<file path="src/rtl/modstat_pkg.sv">
package modstat_pkg;

    typedef enum logic [1:0] {
        ST_HOLD   = 2'd0,
        ST_FAULT  = 2'd1,
        ST_UNCONF = 2'd2,
        ST_READY  = 2'd3
    } mod_state_e;

    localparam int SYNC_W = 5;
    localparam int SI_RST = 4;
    localparam int SI_PWR = 3;
    localparam int SI_CFG = 2;
    localparam int SI_JTG = 1;
    localparam int SI_RTE = 0;

endpackage

</file>
<file path="src/rtl/modstat_sync.sv">
module modstat_sync #(
    parameter int WIDTH  = 1,
    parameter int STAGES = 2
) (
    input  logic             clk,
    input  logic             arst_n,
    input  logic [WIDTH-1:0] d,
    output logic [WIDTH-1:0] q
);
    logic [WIDTH-1:0] chain [STAGES];

    genvar g;
    generate
        for (g = 0; g < STAGES; g++) begin : g_stage
            if (g == 0) begin : g_first
                always_ff @(posedge clk or negedge arst_n) begin
                    if (!arst_n) chain[g] <= '0;
                    else         chain[g] <= d;
                end
            end else begin : g_next
                always_ff @(posedge clk or negedge arst_n) begin
                    if (!arst_n) chain[g] <= '0;
                    else         chain[g] <= chain[g-1];
                end
            end
        end
    endgenerate

    assign q = chain[STAGES-1];

endmodule

</file>
<file path="src/rtl/modstat_fsm.sv">
module modstat_fsm
    import modstat_pkg::*;
(
    input  logic       clk,
    input  logic       arst_n,
    input  logic       rst_ok,
    input  logic       pwr_ok,
    input  logic       cfg_ok,
    output mod_state_e state,
    output mod_state_e nxt
);
    // state register
    always_ff @(posedge clk or negedge arst_n) begin
        if (!arst_n) state <= ST_HOLD;
        else         state <= nxt;
    end

    // transitions: assert-reset, power-loss, config-loss, config-done,
    // release-reset
    always_comb begin
        nxt = state;
        unique case (state)
            ST_HOLD: begin
                if (rst_ok) begin
                    if (!pwr_ok)      nxt = ST_FAULT;
                    else if (!cfg_ok) nxt = ST_UNCONF;
                    else              nxt = ST_READY;
                end
            end
            ST_FAULT: begin
                if (!rst_ok)         nxt = ST_HOLD;
                else if (pwr_ok)     nxt = cfg_ok ? ST_READY : ST_UNCONF;
            end
            ST_UNCONF: begin
                if (!rst_ok)         nxt = ST_HOLD;
                else if (!pwr_ok)    nxt = ST_FAULT;
                else if (cfg_ok)     nxt = ST_READY;
            end
            ST_READY: begin
                if (!rst_ok)         nxt = ST_HOLD;
                else if (!pwr_ok)    nxt = ST_FAULT;
                else if (!cfg_ok)    nxt = ST_UNCONF;
            end
            default:                 nxt = ST_HOLD;
        endcase
    end

endmodule

</file>
<file path="src/rtl/modstat_blink.sv">
module modstat_blink
    import modstat_pkg::*;
#(
    parameter int CLK_HZ = 100_000_000
) (
    input  logic                              clk,
    input  logic                              arst_n,
    input  mod_state_e                        state,
    input  mod_state_e                        nxt,
    output logic                              phase,
    output logic [$clog2(CLK_HZ+1)-1:0]       cnt
);
    localparam int HALF_FAST = CLK_HZ / 10;
    localparam int HALF_MED  = CLK_HZ / 2;
    localparam int HALF_SLOW = CLK_HZ;
    localparam int CW        = $clog2(HALF_SLOW + 1);

    logic [CW-1:0] lim;
    logic          restart;

    assign restart = (nxt != state);

    always_comb begin
        unique case (state)
            ST_FAULT:  lim = CW'(HALF_FAST);
            ST_UNCONF: lim = CW'(HALF_MED);
            ST_READY:  lim = CW'(HALF_SLOW);
            default:   lim = CW'(HALF_SLOW);
        endcase
    end

    always_ff @(posedge clk or negedge arst_n) begin
        if (!arst_n) begin
            cnt   <= '0;
            phase <= 1'b1;
        end else if (restart) begin
            cnt   <= '0;
            phase <= 1'b1;
        end else if (cnt == lim - CW'(1)) begin
            cnt   <= '0;
            phase <= ~phase;
        end else begin
            cnt   <= cnt + CW'(1);
        end
    end

endmodule

</file>
<file path="src/rtl/modstat_ctrl.sv">
module modstat_ctrl
    import modstat_pkg::*;
#(
    parameter int CLK_HZ = 100_000_000
) (
    input  logic clk,
    input  logic arst_n,
    input  logic ext_rst_n,
    input  logic pwr_good_in,
    input  logic cfg_done_in,
    input  logic jtag_sel,
    input  logic led_route_req,
    input  logic user_led_in,
    output logic status_led,
    output logic cfg_led,
    output logic prog_req_n,
    output logic pwr_good_out
);
    localparam int CW = $clog2(CLK_HZ + 1);

    logic [SYNC_W-1:0] raw_in;
    logic [SYNC_W-1:0] syn_in;
    mod_state_e        state;
    mod_state_e        nxt;
    logic              phase;
    logic [CW-1:0]     blink_cnt;
    logic              route_sel;
    logic              pattern;

    assign raw_in = {ext_rst_n, pwr_good_in, cfg_done_in, jtag_sel, led_route_req};

    modstat_sync #(.WIDTH(SYNC_W), .STAGES(2)) u_sync (
        .clk    (clk),
        .arst_n (arst_n),
        .d      (raw_in),
        .q      (syn_in)
    );

    modstat_fsm u_fsm (
        .clk    (clk),
        .arst_n (arst_n),
        .rst_ok (syn_in[SI_RST]),
        .pwr_ok (syn_in[SI_PWR]),
        .cfg_ok (syn_in[SI_CFG]),
        .state  (state),
        .nxt    (nxt)
    );

    modstat_blink #(.CLK_HZ(CLK_HZ)) u_blink (
        .clk    (clk),
        .arst_n (arst_n),
        .state  (state),
        .nxt    (nxt),
        .phase  (phase),
        .cnt    (blink_cnt)
    );

    // output process
    always_comb begin
        route_sel    = syn_in[SI_RTE] & ~syn_in[SI_JTG];
        pattern      = (state == ST_HOLD) ? 1'b1 : phase;
        status_led   = route_sel ? user_led_in : pattern;
        cfg_led      = ~syn_in[SI_CFG];
        prog_req_n   = syn_in[SI_RST];
        pwr_good_out = syn_in[SI_PWR];
    end

endmodule

</file>
<file path="config.mk">
export PLATFORM = sky130hd
export DESIGN_NAME = modstat_ctrl
export DESIGN_NICKNAME = d
export VERILOG_FILES = /design/src/rtl/modstat_pkg.sv /design/src/rtl/modstat_sync.sv /design/src/rtl/modstat_fsm.sv /design/src/rtl/modstat_blink.sv /design/src/rtl/modstat_ctrl.sv
export SDC_FILE = /design/constraint.sdc
export NUM_CORES = 1
export LEC_CHECK = 0
export ABC_AREA = 1
export CAP_MARGIN = 20
export CORE_MARGIN = 4
export CORE_UTILIZATION = 52
export CTS_BUF_LIST = sky130_fd_sc_hd__clkbuf_8
export DETAILED_ROUTE_END_ITERATION = 16
export DONT_BUFFER_PORTS = 1
export PLACE_DENSITY = 0.7
export SLEW_MARGIN = 20
export SYNTH_ARGS = -nofsm -noshare
export SYNTH_HDL_FRONTEND = slang
export SYNTH_HIERARCHICAL = 1
export SYNTH_SLANG_ARGS = --single-unit
</file>
<file path="constraint.sdc">
create_clock -name clk -period 1.85 [get_ports clk]
set_input_delay 0.185 -clock clk [delete_from_list [all_inputs] [get_ports clk]]
set_output_delay 0.185 -clock clk [all_outputs]
set_load 0.05 [all_outputs]
</file>
==> results of run 1 <==
[through the flow]
stage | cells | TNS (ps) | total power, W | worst slack [ps] | instance area (sq um)
6_report | 436 | 0 | 0.00172 | 138 | 2870
5_1_grt | 436 | -12.3 | 0.00180 | -12.3 | 2870
4_1_cts | 434 | -9.05 | 0.00172 | -5.71 | 2770
3_5_place_dp | 419 | 0 | 0.00111 | 6.49 | 2600
3_3_place_gp | 419 | 0 | 0.00111 | 42.2 | 2600
2_1_floorplan | 363 | 0 | 0.00108 | 49.8 | 2510
[cells in the final DEF (no fill, tap or decap), types with 2 or more instances in the layout]
master,synthesis,layout
sky130_fd_sc_hd__nand2_1,107,104
sky130_fd_sc_hd__nor2_1,74,72
sky130_fd_sc_hd__inv_1,43,43
sky130_fd_sc_hd__dfrtp_1,39,39
sky130_fd_sc_hd__nand3_1,30,30
sky130_fd_sc_hd__buf_4,5,13
sky130_fd_sc_hd__xor2_1,12,12
sky130_fd_sc_hd__xnor2_1,7,7
sky130_fd_sc_hd__dlygate4sd3_1,0,6
sky130_fd_sc_hd__nor2_2,4,6
sky130_fd_sc_hd__nand4_1,6,6
sky130_fd_sc_hd__nor3_1,7,6
sky130_fd_sc_hd__clkbuf_8,0,5
sky130_fd_sc_hd__inv_2,3,3
sky130_fd_sc_hd__nand2_2,0,3
sky130_fd_sc_hd__ha_4,0,3
sky130_fd_sc_hd__o21ai_1,2,2
sky130_fd_sc_hd__a21oi_1,2,2
sky130_fd_sc_hd__o21bai_1,2,2
sky130_fd_sc_hd__o21ai_0,2,2
sky130_fd_sc_hd__buf_6,2,2
[power by group]
group          switching [W]  total, W  leakage [nW]  internal (W)
sequential         0.0000156  0.000915         0.528      0.000900
combinational       0.000144  0.000228         0.650     0.0000845
clock               0.000313  0.000576        0.0455      0.000263
[logic make-up after synthesis]
logic type	after synthesis	synth area share, %
simple gates	233	38.7
buf+inv	57	10.0
flops	40	39.9
xor+xnor	19	6.62
compound gates	10	2.79
fa+ha+maj	4	1.99
[how the worst min path moves through the flow]
stage,end,depth (start not counted),slack (ps)
2_1_floorplan,u_blink/cnt[0]$_DFF_PN0_,0,-110
3_3_place_gp,u_blink/cnt[23]$_DFF_PN0_,0,-110
3_5_place_dp,u_blink/cnt[21]$_DFF_PN0_,0,-110
4_1_cts,u_blink/cnt[21]$_DFF_PN0_,2,330
5_1_grt,u_blink/cnt[21]$_DFF_PN0_,2,370
6_report,u_blink/cnt[21]$_DFF_PN0_,2,330
[cell type report]
type	instances	area [sq um]	area share, %
inverter	46	175	6.11
clock inverter	3	20.0	0.699
tap	54	67.6	2.36
timing repair buffer	22	200	6.99
sequential	40	1000	35.0
multi-input combinational	266	1330	46.5
clock buffer	5	68.8	2.40
[critical path, cell delays in order, from the launching register on]
cell and delay, ps:
sky130_fd_sc_hd__dfrtp_1 440, sky130_fd_sc_hd__inv_2 120, sky130_fd_sc_hd__ha_4 160, sky130_fd_sc_hd__inv_1 50, sky130_fd_sc_hd__nand2_2 60, sky130_fd_sc_hd__nand2_2 60, sky130_fd_sc_hd__nor2_2 70, sky130_fd_sc_hd__nand2_1 80
sky130_fd_sc_hd__nor2_2 160, sky130_fd_sc_hd__nand3_4 150, sky130_fd_sc_hd__buf_6 150, sky130_fd_sc_hd__nand3_1 50, sky130_fd_sc_hd__nor2_1 40
[sequential cells by signal (all words and copies together), names as in the netlist]
signal and cells:
u_blink/cnt 27, u_blink/phase 1, u_fsm/state 2, u_sync/chain 5, u_sync/q 5
[cell usage after synthesis (all sizes together)]
cell type,n,area [sq um]
a21oi,4,35.0
buf,11,80.1
dfrtp,39,976
dfstp,1,26.3
ha,4,50.1
inv,46,173
nand2,108,413
nand3,31,160
nand4,6,37.5
nor2,79,314
nor3,7,35.0
nor3b,1,7.51
o21ai,4,20.0
o21bai,2,15.0
or2,1,6.26
xnor2,7,61.3
xor2,12,105
[repair_timing]
| action | in CTS | in global routing |
|---|---|---|
| endpoints found under the hold margin | 45 | 0 |
| gates resized for setup | 0 | 18 |
| buffers inserted | 0 | 2 |
| endpoints found under the setup margin | 3 | 24 |
| hold buffers | 7 | 0 |
| gates cloned | 0 | 0 |
| pin swaps | 0 | 5 |
[routing by layer]
layer,GRT usage (%),vias to the layer above,wire (um)
li1,-,1141,-
met1,33.1,1041,2920
met2,32.5,91,2670
met3,3.83,16,450
met4,8.54,0,158
met5,0,-,0
==> flow_metrics.env, run 1 <==
export IMPL_number_of_diodes_added_for_antenna_fixing=0
export IMPL_ir_worst_vdd_v=0.000546
export IMPL_synth_ff_latch_count=40
export IMPL_critical_path_endpoint="u_blink/cnt[24]$_DFF_PN0_"
export IMPL_fin_crit_ps=1710
export IMPL_worst_hold_margin_ps=326
export IMPL_max_slew_worst_pin_slew_ps=459
export IMPL_leakagePower_nw=1.22
export IMPL_holdCritPathClass="in2async"
export IMPL_initial_utilization_pct=53.6
export IMPL_layout_drive_gt1_share_pct=12.3
export IMPL_final_setup_viol_count=0
export IMPL_cts_root_buf="sky130_fd_sc_hd__clkbuf_8"
export IMPL_cts_sinks=40
export IMPL_achievable_frequency_ghz=0.584
export IMPL_timing_critical_path_from="u_fsm/state[1]$_DFF_PN0_"
export IMPL_pwr_density_cell_mw_per_mm2=600
export IMPL_die_area_sq_mm=0.00601
export IMPL_number_of_warnings_reported_in_the_yosys_synthesis_log=6
export IMPL_syn2layout_area_growth_pct=13.9
export IMPL_final_nets=393
export IMPL_reg2reg_capture_point="u_blink/cnt[24]$_DFF_PN0_"
export IMPL_finalMaxSlewViolations=0
export IMPL_final_period_utilization_pct=92.5
export IMPL_share_of_synthesized_area_occupied_by_flip_flops_and_latches_pct=39.9
export IMPL_path_class="reg2reg"
export IMPL_critical_path_reg2reg_startpoint="u_fsm/state[1]$_DFF_PN0_"
export IMPL_timing_reg2reg_worst_path_depth=12
export IMPL_synth_area_sq_mm=0.00251
export IMPL_clkLatencyLatePin_ps=290
export IMPL_placeableCoreArea_sq_mm=0.00469
export IMPL_post_syn_nets=375
export IMPL_rows=25
export IMPL_routed_via_density=5.25
export IMPL_pin_count_of_the_biggest_net_entering_global_routing=41
export IMPL_filler_cell_count=423
export IMPL_ctsLongestPathBuffers=2
export IMPL_timing_reg2reg_setup_slack_ps=140
export IMPL_dieHeight_um=77.5
export IMPL_cts_inserted_buffers=5
export IMPL_timing_critical_path_arrival_ps=1890
export IMPL_grt_pass1_wl_um=10500
export IMPL_cts_htree_levels=2
export IMPL_outcome="finished, final reports clean"
export IMPL_grt_remaining_overflow=0
export IMPL_grt_antenna_before_repair=0
export IMPL_clock_skew_final_ps=9.33
export IMPL_die_width_um=77.5
export IMPL_detail_route_wl_per_cell_um=14.2
export IMPL_maxCapViolCount=0
export IMPL_place_detailed_hpwl_um=4720
export IMPL_yosysUniqueCellTypes=27
export IMPL_endpoint_kind="register"
export IMPL_via_count=2289
export IMPL_syn_avg_cell_area_sq_um=6.93
export IMPL_critical_path_required_ps=2030
export IMPL_ios=12
export IMPL_drt_wl_total_um=6200
export IMPL_tritoncts="yes"
export IMPL_antenna_violating_nets_post_route=0
export IMPL_post_route_util_pct=61.1
export IMPL_clk_pin_slew_ps=90
export IMPL_finalWeightedCongestion=0.987
export IMPL_via_count_of_the_first_global_routing_pass=2209
export IMPL_netlist_instances=363
export IMPL_place_port_buffers=0
export IMPL_maxSlewHeadroom_pct=69.3
export IMPL_setup_worst_path_start_class="register"
export IMPL_detailedRoute_firstPassIterationCount=5
export IMPL_gr_usage_all_layers_pct=22.3
export IMPL_cp_max_fo=5
export IMPL_dr_first_iter_drc_count=243
export IMPL_drcViolationCount=0
export IMPL_hold_viol_final=0
No activity file was read; power rests on OpenSTA's default activity.
==> run 2: changes to the inputs <==
Settings changed: SETUP_SLACK_MARGIN set to 0.2, SYNTH_HIERARCHICAL 1 to not set.
==> run 2 against run 1 <==
Compared with the run above:
- the flow now finishes with violations (negative setup slack)
- sequential cell count stayed put
- sequential share of layout area shrank 4.8 points
- synthesized cell count is 15% higher
- clock power grew 28%
- global-route usage up 1.7 points
- via count increased by 14%
==> flow_metrics.env, run 2 <==
export IMPL_outcome="finished with violations"
export IMPL_failing_checks="negative setup slack"
export IMPL_tritoncts="yes"
export IMPL_initial_utilization_pct=53.4
export IMPL_synthTopCellsByArea="sky130_fd_sc_hd__dfrtp_1 (36%), sky130_fd_sc_hd__nand2_1 (20%), sky130_fd_sc_hd__nor2_1 (12%), sky130_fd_sc_hd__inv_1 (7.7%), sky130_fd_sc_hd__nand3_1 (5.1%)"
export IMPL_layout_drive_gt1_share_pct=15.9
export IMPL_preCtsSetupSlack_ps=-71.6
export IMPL_yosysTopAreaCellShare_pct=35.8
export IMPL_die_width_um=80.4
export IMPL_ctsLongestPathBuffers=2
export IMPL_post_syn_nets=432
export IMPL_finalWeightedCongestion=0.946
export IMPL_setup_repair_after_global_routing_missed_its_margin="true"
export IMPL_synth_flop_cell="sky130_fd_sc_hd__dfrtp_1"
export IMPL_synth_area_sq_mm=0.00273
export IMPL_filler_cell_count=460
export IMPL_via_count=2605
export IMPL_dr_first_iter_drc_count=164
export IMPL_drcViolationCount=0
export IMPL_clk_pin_slew_ps=80
export IMPL_asyncSetResetFlopFracSynth_pct=100
export IMPL_final_period_utilization_pct=102
export IMPL_holdCritPathClass="reg2reg"
export IMPL_hold_viol_final=0
export IMPL_endpoint_kind="register"
export IMPL_placeableCoreArea_sq_mm=0.00511
export IMPL_place_port_buffers=0
export IMPL_max_flop_register="u_blink.cnt"
export IMPL_combPwrFrac_pct=55.7
export IMPL_final_setup_viol_count=23
export IMPL_ir_worst_vdd_v=0.000959
export IMPL_pwr_density_cell_mw_per_mm2=1160
export IMPL_final_cell_mix="sky130_fd_sc_hd__nand2_1 (141), sky130_fd_sc_hd__nor2_1 (84), sky130_fd_sc_hd__inv_1 (52)"
export IMPL_cts_sinks=40
export IMPL_pwr_share_clk_pct=19.1
export IMPL_grt_antenna_before_repair=0
export IMPL_maxCapViolCount=0
export IMPL_grt_remaining_overflow=0
export IMPL_place_detailed_hpwl_um=4930
export IMPL_synth_enable_flop_cells=0
export IMPL_fin_crit_ps=1890
export IMPL_leakagePower_nw=1.63
export IMPL_achievable_frequency_ghz=0.529
export IMPL_die_area_sq_mm=0.00647
export IMPL_clock_skew_final_ps=2.91
export IMPL_clkLatencyLatePin_ps=300
export IMPL_number_of_diodes_added_for_antenna_fixing=0
export IMPL_gr_usage_all_layers_pct=24.1
export IMPL_finalMaxSlewViolations=0
export IMPL_yosysUniqueCellTypes=24
export IMPL_maxSlewHeadroom_pct=76.9
export IMPL_antenna_violating_nets_post_route=0
export IMPL_power_sequential_fraction_pct=25.2
export IMPL_max_slew_worst_pin_slew_ps=346
export IMPL_dieHeight_um=80.4
export IMPL_number_of_warnings_reported_in_the_yosys_synthesis_log=0
export IMPL_syn2layout_area_growth_pct=22.0
export IMPL_cts_inserted_buffers=5
export IMPL_grt_pass1_wl_um=12000
export IMPL_pin_count_of_the_biggest_net_entering_global_routing=41
export IMPL_drt_wl_total_um=7340
export IMPL_netlist_top_cells_count="sky130_fd_sc_hd__nand2_1 (147), sky130_fd_sc_hd__nor2_1 (88), sky130_fd_sc_hd__inv_1 (56), sky130_fd_sc_hd__dfrtp_1 (39), sky130_fd_sc_hd__nand3_1 (28)"
export IMPL_detail_route_wl_per_cell_um=14.1
export IMPL_via_count_of_the_first_global_routing_pass=2465
export IMPL_timing_critical_path_arrival_ps=2080
export IMPL_synthDominantAreaCellType="sky130_fd_sc_hd__dfrtp_1"
export IMPL_power_report_internal_total_w=0.00219
export IMPL_detailedRoute_firstPassIterationCount=5
export IMPL_post_layout_total_power_w=0.00386
export IMPL_post_synth_top_count_cell="sky130_fd_sc_hd__nand2_1"
export IMPL_power_share_switching_pct=43.3
export IMPL_power_switching_w=0.00167
export IMPL_routed_via_density=4.99
export IMPL_mostFrequentLayoutCell="sky130_fd_sc_hd__nand2_1"
export IMPL_critical_path_required_ps=2040
export IMPL_setup_worst_path_start_class="register"
export IMPL_cp_max_fo=6
export IMPL_final_nets=464
export IMPL_cts_root_buf="sky130_fd_sc_hd__clkbuf_8"
export IMPL_synth_ff_latch_count=40
export IMPL_path_class="reg2reg"
export IMPL_netlist_instances=419
export IMPL_syn_avg_cell_area_sq_um=6.51
export IMPL_cts_htree_levels=2
export IMPL_ios=12
export IMPL_post_route_setup_slack_ps=-40.8
export IMPL_largest_reg_flops=27
export IMPL_rows=26
export IMPL_share_of_synthesized_area_occupied_by_flip_flops_and_latches_pct=36.7
## run 2: layout make-up
cell class	instances	area (sq um)	area share [%]
inverter	56	213	6.39
sequential	40	1000	30.2
clock inverter	3	46.3	1.39
multi-input combinational	318	1610	48.4
tap	70	87.6	2.63
clock buffer	5	68.8	2.07
timing repair buffer	30	299	8.98
## run 2: worst max-delay path, cell delays in order, from the launching register on
cell,delay (ps)
sky130_fd_sc_hd__dfrtp_1,410
sky130_fd_sc_hd__inv_2,100
sky130_fd_sc_hd__ha_4,240
sky130_fd_sc_hd__buf_4,140
sky130_fd_sc_hd__xnor2_1,120
sky130_fd_sc_hd__nor2_1,120
sky130_fd_sc_hd__nand3_1,100
sky130_fd_sc_hd__nor2_2,180
sky130_fd_sc_hd__nand2_4,110
sky130_fd_sc_hd__clkbuf_16,170
sky130_fd_sc_hd__nand2_1,60
sky130_fd_sc_hd__nor2_1,40
## run 2: kinds of logic (layout without fill, tap and decap cells)
logic type,Yosys count,in the layout,share of synthesized area (%)
fa+ha+maj,5,5,2.29
buf+inv,64,94,10.5
flops,40,40,36.7
xor+xnor,22,22,7.06
simple gates,277,280,40.9
compound gates,11,11,2.43
## run 2: power by group through the flow
stage	Sequential, W	Combinational (W)	Clock, W
2_1_floorplan	0.00100	0.00112	0
3_3_place_gp	0.000986	0.00142	0
3_5_place_dp	0.000991	0.00144	0
4_1_cts	0.000973	0.00167	0.000752
5_1_grt	0.000982	0.00231	0.000786
6_report	0.000973	0.00215	0.000737
## run 2: through the flow
step	setup TNS (ps)	hold WS, ps	area (sq um)	utilization, %	instances
finish	-644	357	3330	65.2	522
global route	-2350	363	3330	65.2	522
CTS	0	361	3150	61.6	514
detailed placement	-1360	-109	2910	57.0	498
global placement	-868	-109	2910	57.0	498
floorplan	0	-111	2750	-	419
## run 2: worst paths after layout
path	start	endpoint	slack, ps	cells past startpoint
setup reg to reg	u_fsm.state[0]$_DFF_PN0_	u_blink.cnt[15]$_DFF_PN0_	-40	11
hold reg to reg	u_sync.chain[7]$_DFF_PN0_	u_sync.q[2]$_DFF_PN0_	360	0
min in group asynchronous	arst_n	u_sync.q[2]$_DFF_PN0_	370	2
setup / recovery	u_fsm.state[0]$_DFF_PN0_	u_blink.cnt[15]$_DFF_PN0_	-40	11
hold / removal	u_sync.chain[7]$_DFF_PN0_	u_sync.q[2]$_DFF_PN0_	360	0
max in group asynchronous	arst_n	u_blink.phase$_DFFE_PN1P_	1230	2
## run 2: repair_timing
item	CTS	global route
cloned	1	3
setup endpoints to repair	27	28
resized for setup	7	22
hold endpoints to repair	45	0
pin swaps	2	10
setup buffers	0	5
hold buffers	7	0
## run 2: metal layers
layer / up-vias / share of wire (%) / GRT usage, %
li1: 1322 / - / -
met1: 1193 / 46 / 32.5
met2: 76 / 47 / 39.1
met3: 14 / 5.2 / 4.71
met4: 0 / 1.7 / 6.93
met5: - / 0 / 0
==> run 3: changes to the inputs <==
Settings changed: PLACE_DENSITY 0.7 to 0.67.
Clock period 1.85 ns to 2.23 ns, I/O delays scaled along.
==> run 3 against run 2 <==
Compared with the run above:
- the flow now finishes without violations
- register-to-register slack improved by 310 ps
- clock skew is 4.6 ps higher
- power down 31%
- worst setup slack better by 310 ps
- routed wire length decreased by 6.5%
- highest routed layer unchanged
==> flow_metrics.env, run 3 (same netlist as run 2, synthesis figures left out) <==
export IMPL_setup_repair_after_global_routing_missed_its_margin="false"
export IMPL_placeableCoreArea_sq_mm=0.00511
export IMPL_via_count_of_the_first_global_routing_pass=2421
export IMPL_final_setup_viol_count=0
export IMPL_fin_crit_ps=1960
export IMPL_ff_latch_area_sq_mm=0.00100
export IMPL_die_area_sq_mm=0.00647
export IMPL_finalMaxSlewViolations=0
export IMPL_detail_route_wl_per_cell_um=13.3
export IMPL_max_slew_worst_pin_slew_ps=394
export IMPL_grt_remaining_overflow=0
export IMPL_layout_drive_gt1_share_pct=11.5
export IMPL_slowest_cp_cell="sky130_fd_sc_hd__dfrtp_1"
export IMPL_via_count=2556
export IMPL_ir_worst_vdd_v=0.000521
export IMPL_place_detailed_hpwl_um=4640
export IMPL_place_port_buffers=0
export IMPL_path_common_cell="sky130_fd_sc_hd__nand2_1"
export IMPL_drcViolationCount=0
export IMPL_antenna_violating_nets_post_route=0
export IMPL_ios=12
export IMPL_outcome="finished, final reports clean"
export IMPL_cts_htree_levels=2
export IMPL_filler_cell_count=490
export IMPL_initial_utilization_pct=53.4
export IMPL_hold_path_cell_count=0
export IMPL_grt_pass1_wl_um=11100
export IMPL_clock_skew_final_ps=7.48
export IMPL_path_class="reg2reg"
export IMPL_drt_wl_total_um=6860
export IMPL_cts_inserted_buffers=5
export IMPL_holdCritPathClass="reg2reg"
export IMPL_gr_usage_all_layers_pct=22.5
export IMPL_final_nets=457
export IMPL_routed_via_density=4.96
export IMPL_max_flop_register="u_blink.cnt"
export IMPL_crit_chain="inv_2, ha_4, inv_1, nand2_1, nand2_1, nor2_1, nand3_1, nor2_4, buf_12, nand2_4, nand2_1, nor2_1"
export IMPL_timing_setup_tns_ps=0
export IMPL_maxCapViolCount=0
export IMPL_ctsLongestPathBuffers=2
export IMPL_cts_sinks=40
export IMPL_grt_antenna_before_repair=0
export IMPL_hold_viol_final=0
export IMPL_critical_path_required_ps=2410
export IMPL_maxSlewHeadroom_pct=73.6
export IMPL_post_route_util_pct=62.2
export IMPL_syn2layout_area_growth_pct=16.4
export IMPL_clk_pin_slew_ps=80
export IMPL_detailedRoute_firstPassIterationCount=4
export IMPL_dieHeight_um=80.4
export IMPL_timing_reg2reg_worst_path_depth=12
export IMPL_final_cell_mix="sky130_fd_sc_hd__nand2_1 (144), sky130_fd_sc_hd__nor2_1 (87), sky130_fd_sc_hd__inv_1 (54)"
export IMPL_hold_path_end="u_sync.q[1]$_DFF_PN0_"
export IMPL_cts_root_buf="sky130_fd_sc_hd__clkbuf_8"
export IMPL_area_used_by_multi_input_combinational_logic_sq_mm=0.00155
export IMPL_final_period_utilization_pct=88.1
export IMPL_cp_max_fo=6
export IMPL_reg2reg_capture_point="u_blink.cnt[18]$_DFF_PN0_"
export IMPL_finalWeightedCongestion=0.927
export IMPL_pwr_density_cell_mw_per_mm2=834
export IMPL_tritoncts="yes"
export IMPL_achievable_frequency_ghz=0.509
export IMPL_number_of_diodes_added_for_antenna_fixing=0
export IMPL_clkLatencyLatePin_ps=300
export IMPL_endpoint_kind="register"
export IMPL_hp_start="u_sync.chain[6]$_DFF_PN0_"
export IMPL_largest_reg_flops=27
export IMPL_setup_worst_path_start_class="register"
export IMPL_timing_reg2reg_setup_slack_ps=270
export IMPL_die_width_um=80.4
export IMPL_mostFrequentLayoutCell="sky130_fd_sc_hd__nand2_1"
export IMPL_timing_critical_path_arrival_ps=2150
export IMPL_dr_first_iter_drc_count=202
export IMPL_rows=26
export IMPL_pin_count_of_the_biggest_net_entering_global_routing=41
export IMPL_leakagePower_nw=1.61
export IMPL_cp_slowest_stage_delay_ps=420
export IMPL_critical_path_reg2reg_startpoint="u_fsm.state[1]$_DFF_PN0_"
-- run 3: cell count changes in the layout (fill, tap and decap cells not counted), sizes merged --
cell | before | now
buf | 23 | 17
clkbuf | 6 | 5
clkinv | 0 | 1
inv | 57 | 56
-- run 3: worst max-delay path: cells and delay by family (launching register included) --
family,cells,cell delay (ps)
adders and majority gates,1,330
buffers and inverters,3,340
and+or+nand+nor,8,750
DFF,1,420
-- run 3: worst max-delay path by stage --
stage                        startpoint                   endpoint  slack, ps  depth (start not counted)
6_report       u_fsm.state[1]$_DFF_PN0_  u_blink.cnt[18]$_DFF_PN0_        270                         12
3_3_place_gp   u_fsm.state[1]$_DFF_PN0_   u_blink.cnt[0]$_DFF_PN0_        100                          9
2_1_floorplan  u_fsm.state[1]$_DFF_PN0_                 status_led        390                          4
3_5_place_dp   u_fsm.state[1]$_DFF_PN0_  u_blink.cnt[18]$_DFF_PN0_         70                          9
4_1_cts        u_fsm.state[1]$_DFF_PN0_  u_blink.cnt[18]$_DFF_PN0_        200                         11
5_1_grt        u_fsm.state[1]$_DFF_PN0_  u_blink.cnt[18]$_DFF_PN0_        200                         12
-- run 3: layout make-up --
cell class	instances	share of cell area, %
Clock buffer	5	2.17
Clock inverter	3	1.34
Inverter	56	6.62
Multi-Input combinational cell	318	48.9
Sequential cell	40	31.6
Tap cell	70	2.76
Timing Repair Buffer	23	6.70
-- run 3: metrics by stage --
stage                     area (sq um)  hold slack, ps  total power, W  cells  setup WS (ps)
after global routing              3180             368         0.00284    515            202
final                             3180             355         0.00265    515            266
after CTS                         3030             355         0.00252    506            202
after detailed placement          2810           -71.5         0.00184    490           66.2
after floorplan                   2730           -72.6         0.00169    419            395
after global placement            2810           -71.7         0.00183    490           99.7
-- run 3: per-layer routing --
| layer | GRT usage [%] | vias to the layer above | wire length (um) |
|---|---|---|---|
| met2 | 38.9 | 87 | 3280 |
| met4 | 9.80 | 0 | 170 |
| met3 | 4.26 | 15 | 418 |
| met5 | 0 | - | 0 |
| li1 | - | 1307 | - |
| met1 | 27.1 | 1147 | 3000 |
-- run 3: what timing repair did --
item / CTS / global route
gates resized for setup: 6 / 14
setup endpoints to repair: 23 / 27
pin swaps: 1 / 5
hold buffers: 7 / 0
setup buffers: 0 / 7
gates cloned: 1 / 2
hold endpoints to repair: 45 / 0
-- run 3: report_power, final --
part / internal, W / leakage (nW) / switching, W
combinational: 0.000468 / 1.02 / 0.000779
clock: 0.000331 / 0.0541 / 0.000261
sequential: 0.000769 / 0.529 / 0.0000412
total: 0.00157 / 1.61 / 0.00108
